File: src/rtl/eci_pkg.sv
package eci_pkg;
  localparam int unsigned ECI_DEF_WIDTH  = 16;
  localparam int unsigned ECI_DEF_STAGES = 2;

  // Clear mask taken from the low half of a write word; upper half dropped.
  function automatic logic [ECI_DEF_WIDTH-1:0] eci_mask_of(
      input logic                       en,
      input logic [ECI_DEF_WIDTH-1:0]   lo);
    return en ? lo : '0;
  endfunction
endpackage

File: src/rtl/eci_sync.sv
module eci_sync #(
  parameter int unsigned W      = 16,
  parameter int unsigned STAGES = 2
) (
  input  logic         clk,
  input  logic         rst_n,
  input  logic [W-1:0] async_in,
  output logic [W-1:0] sync_out,
  output logic [W-1:0] sync_prev
);
  localparam int unsigned DEPTH = STAGES + 1;

  for (genvar b = 0; b < W; b++) begin : g_bit
    logic [DEPTH-1:0] chain_q;
    always_ff @(posedge clk) begin
      if (!rst_n) chain_q <= '0;
      else        chain_q <= {chain_q[DEPTH-2:0], async_in[b]};
    end
    assign sync_out[b]  = chain_q[STAGES-1];
    assign sync_prev[b] = chain_q[STAGES];
  end
endmodule

File: src/rtl/eci_edge.sv
module eci_edge #(
  parameter int unsigned W = 16
) (
  input  logic [W-1:0] cur,
  input  logic [W-1:0] prev,
  output logic [W-1:0] rise
);
  always_comb rise = cur & ~prev;
endmodule

File: src/rtl/eci_latch.sv
module eci_latch #(
  parameter int unsigned W = 16
) (
  input  logic         clk,
  input  logic         rst_n,
  input  logic [W-1:0] set_in,
  input  logic [W-1:0] clr_in,
  output logic [W-1:0] sticky
);
  logic [W-1:0] sticky_q;

  // Set wins over clear so an edge arriving with a clear is kept.
  always_ff @(posedge clk) begin
    if (!rst_n) sticky_q <= '0;
    else        sticky_q <= (sticky_q & ~clr_in) | set_in;
  end

  assign sticky = sticky_q;
endmodule

File: src/rtl/eci_regif.sv
module eci_regif #(
  parameter int unsigned W = 16
) (
  input  logic           clk,
  input  logic           rst_n,
  input  logic [W-1:0]   raw_in,
  input  logic [W-1:0]   sticky_in,
  input  logic           wr_en,
  input  logic [2*W-1:0] wr_data,
  input  logic           rd_en,
  output logic [W-1:0]   clr_mask,
  output logic [2*W-1:0] rd_data,
  output logic           rd_valid
);
  localparam int unsigned DW = 2 * W;

  logic [DW-1:0] rd_data_q;
  logic          rd_valid_q;
  logic          unused_hi;

  assign unused_hi = ^wr_data[DW-1:W];
  assign clr_mask  = wr_en ? wr_data[W-1:0] : '0;

  always_ff @(posedge clk) begin
    if (!rst_n) begin
      rd_data_q  <= '0;
      rd_valid_q <= 1'b0;
    end else begin
      rd_valid_q <= rd_en;
      if (rd_en) rd_data_q <= {sticky_in, raw_in};
    end
  end

  assign rd_data  = rd_data_q;
  assign rd_valid = rd_valid_q;
endmodule

File: src/rtl/eci_capture_reg.sv
module eci_capture_reg #(
  parameter int unsigned W      = eci_pkg::ECI_DEF_WIDTH,
  parameter int unsigned STAGES = eci_pkg::ECI_DEF_STAGES
) (
  input  logic           clk,
  input  logic           rst_n,
  input  logic [W-1:0]   din,
  output logic [W-1:0]   sync_o,
  output logic [W-1:0]   pulse_o,
  output logic [W-1:0]   latch_o,
  input  logic           wr_en,
  input  logic [2*W-1:0] wr_data,
  input  logic           rd_en,
  output logic [2*W-1:0] rd_data,
  output logic           rd_valid
);
  logic [W-1:0] sync_prev;
  logic [W-1:0] clr_mask;

  eci_sync #(.W(W), .STAGES(STAGES)) u_sync (
    .clk(clk), .rst_n(rst_n), .async_in(din),
    .sync_out(sync_o), .sync_prev(sync_prev)
  );

  eci_edge #(.W(W)) u_edge (
    .cur(sync_o), .prev(sync_prev), .rise(pulse_o)
  );

  eci_latch #(.W(W)) u_latch (
    .clk(clk), .rst_n(rst_n), .set_in(pulse_o),
    .clr_in(clr_mask), .sticky(latch_o)
  );

  eci_regif #(.W(W)) u_regif (
    .clk(clk), .rst_n(rst_n), .raw_in(din), .sticky_in(latch_o),
    .wr_en(wr_en), .wr_data(wr_data), .rd_en(rd_en),
    .clr_mask(clr_mask), .rd_data(rd_data), .rd_valid(rd_valid)
  );
endmodule

File: config.mk
export PLATFORM = sky130hd
export DESIGN_NAME = eci_capture_reg
export DESIGN_NICKNAME = d
export VERILOG_FILES = /design/src/rtl/eci_pkg.sv /design/src/rtl/eci_sync.sv /design/src/rtl/eci_edge.sv /design/src/rtl/eci_latch.sv /design/src/rtl/eci_regif.sv /design/src/rtl/eci_capture_reg.sv
export SDC_FILE = /design/constraint.sdc
export NUM_CORES = 1
export LEC_CHECK = 0
export BUFFER_PORTS_ARGS = -buffer_cell sky130_fd_sc_hd__buf_4
export CAP_MARGIN = 40
export CORE_UTILIZATION = 35
export CTS_BUF_LIST = sky130_fd_sc_hd__clkbuf_4 sky130_fd_sc_hd__clkbuf_8
export CTS_CLUSTER_SIZE = 16
export DETAILED_ROUTE_END_ITERATION = 10
export MAX_ROUTING_LAYER = met4
export PLACE_DENSITY = 0.66
export SYNTH_ARGS = -nofsm -noshare
export SYNTH_HDL_FRONTEND = slang
export SYNTH_SLANG_ARGS = --single-unit
File: constraint.sdc
create_clock -name clk -period 0.8 [get_ports clk]
set_clock_uncertainty 0.2 [all_clocks]
set_input_delay 0.08 -clock clk [delete_from_list [all_inputs] [get_ports clk]]
set_output_delay 0.08 -clock clk [all_outputs]
set_load 0.1 [all_outputs]
==> results.md <==
* Critical-path top delay cell: dfxtp_2
* Crit Path Class: register to output pin
* H-Tree Level Count at 3
* Starting Density at ~36%
* Sink Count at 97
* Ports at about 130
* Post-synth cell types at 11
* Slew @ Worst Pin at ~0.25 ns
* Vias in the first global route at 2477
* Worst path bufs/invs at 1
* Hold Fails Final Rpt at between 40 and 50
* Post-Syn Instances at about 290
* Core Rows at 35
* Max Cap Viol at 0
* Min Tclk post-route at between 1 and 1.5 ns
* CTS buffer count at 9
* P&R area growth vs syn at 84.7%
* Worst hold path type: input pin to register
* DP Area at between 4000 and 5000 µm²
* Slew margin rel. at 83.3%
* Max Slew Vio Count at 0
* Core area at 9280 µm²
* Yosys warns at 0
* Maximum clock insertion buffer count at 2
* Period utilisation layout at 172%
* Total power at roughly 11 mW
* Fin Hold WS at -0.262 ns
* Maximum clock frequency at ~0.73 GHz
* Leak at between 2 and 3 nW
* Seq/Total Area, Yosys at between 50% and 60%
* CTS tree: yes
* DRC violations left at 0
* Outcome: finished with violations
* First-pass GRT wire length at between 10 and 15 mm
* Syn Area/Cell at 11.7 µm²
* Endpoints failing setup at roughly 140
* Crit path arrival time at ~1.1 ns
* Worst-path maximum fanout at 2
* VDD IR max at roughly 1.1 mV
* Nets@finish at 479
* Mapped Area at roughly 3400 µm²
* Antenna violation net count after detailed routing at 0
* Clk_lat worst skew at about 0.35 ns
* Antenna cell count at 0
* Remaining global-route overflow at 0
* Max incr delay on CP at roughly 0.35 ns
* Crit end category: output pin
* Filler cell count at 677
* Most common cell after layout, fill and taps aside: buf_12
* Drt wl/cell at roughly 15 µm
* GR Util All Layers at roughly 18%
* CP cell instances: nor2b_4 -> buf_12
* Largest net degree at the start of global routing at 43
* Initial antenna violation count at 0
* Die W at between 100 and 150 µm
* GPL Wtd Cong at roughly 0.73
* Flops & latches, synth at 97
* Area of the multi-input gates at 1340 µm²
* CP Data Required Time at 0.52 ns
* Chip Height at 100 µm
* Port bufs at 116
* Initial DRT Pass Iterations at 3
* Most frequent cells in the layout: 84 x buf_12, 46 x dfxtp_4, 39 x and2_1, 38 x buf_4, 36 x buf_6
* CTS Root Cell: clkbuf_8
* PwrDens at around 1800 nW/µm²
* Worst-path clk slew at 0.10 ns
* Failing checks: hold timing, setup timing
* Drt total wl at approximately 8.4 mm
* Critical path startpoint category: register
* Layout cells sized above 1 at 62.7%
* Initial DRC Count at 36
* Crit path max-delay family: flip-flops
* HPWL after DPL at between 4 and 5 mm
* Via count at 2396
* Unrepaired setup endpoints after global routing: true
* Sequential cell area at about 2100 µm²
* Die footprint at around 10000 µm²
* Design area at a little over 6000 µm²
* Synthesized Nets at approximately 340
* Setup WS post-layout at -0.572 ns
* Vias per cell at 4.27
-- layout make-up --
cell class	count	area share, %
timing repair buffer	158	38.0
sequential	97	34.3
multi-input combinational	161	21.5
tap	129	2.59
clock buffer	11	2.23
clock inverter	5	1.30
-- power by group --
group	total [mW]	switching (mW)	internal, mW
Sequential	5.13	0.179	4.96
Combinational	2.81	1.65	1.16
Clock	3.45	1.62	1.84
Total	11.4	3.45	7.95
-- layer usage --
layer	share of wire, %	GRT usage (%)	vias to the layer above
li1	-	-	1191
met1	42	20.8	1128
met2	54	29.8	63
met3	2.6	2.79	14
met4	2.2	8.03	0
met5	0	-	-
-- flip-flops by register name, summed over array words and instances (netlist names) --
signal / count
u_sync.g_bit.chain_q: 48
u_regif.rd_data: 32
u_latch.sticky: 16
u_regif.rd_valid: 1
-- timing repair --
action	CTS	global route
setup endpoints to repair	138	141
pin swaps	15	3
resized for setup	286	38
endpoints found under the hold margin	59	50
buffers inserted	20	6
-- Yosys cell counts --
master	number	area, µm²
dfxtp_1	97	1940
nor2b_1	48	300
a21boi_0	16	120
mux2i_1	32	320
buf_2	1	5.00
and2_1	49	307
buf_4	17	128
o21a_1	16	120
buf_6	5	56.3
clkbuf_1	5	18.8
buf_12	3	60.1
-- metrics by stage --
stage	instances	hold slack, ns	setup TNS, ns	util, %	setup WS [ns]
CTS	557	-0.288	-42.97	65.6	-0.568
detailed placement	521	0.0956	-20.44	49.7	-0.250
finish	561	-0.262	-41.72	67.2	-0.572
floorplan	289	0.00171	-24.43	-	-0.474
global placement	521	0.0956	-19.66	49.7	-0.243
global route	561	-0.281	-46.78	67.2	-0.621
-- worst paths after layout --
| kind | from | to | slack, ns | cells past startpoint |
|---|---|---|---|---|
| worst max-delay path | u_sync.g_bit[1].chain_q[1] | pulse_o[1] | -0.57 | 2 |
| worst min register to register | u_sync.g_bit[5].chain_q[0] | u_sync.g_bit[5].chain_q[1] | 0.24 | 1 |
| worst min-delay path | din[7] | u_sync.g_bit[7].chain_q[0] | -0.26 | 2 |
| worst max register to register | u_latch.sticky[14] | u_latch.sticky[14] | -0.31 | 3 |
-- kinds of logic (layout without fill, tap and decap cells) --
| group | after synthesis | after routing | synth area share (%) |
|---|---|---|---|
| AOI/OAI and AO/OA | 32 | 32 | 7.11 |
| buffers and inverters | 31 | 174 | 7.93 |
| DFF | 97 | 97 | 57.5 |
| muxes | 32 | 32 | 9.49 |
| and+or+nand+nor | 97 | 97 | 18.0 |
Note: power is estimated with default switching activity, not from simulation.
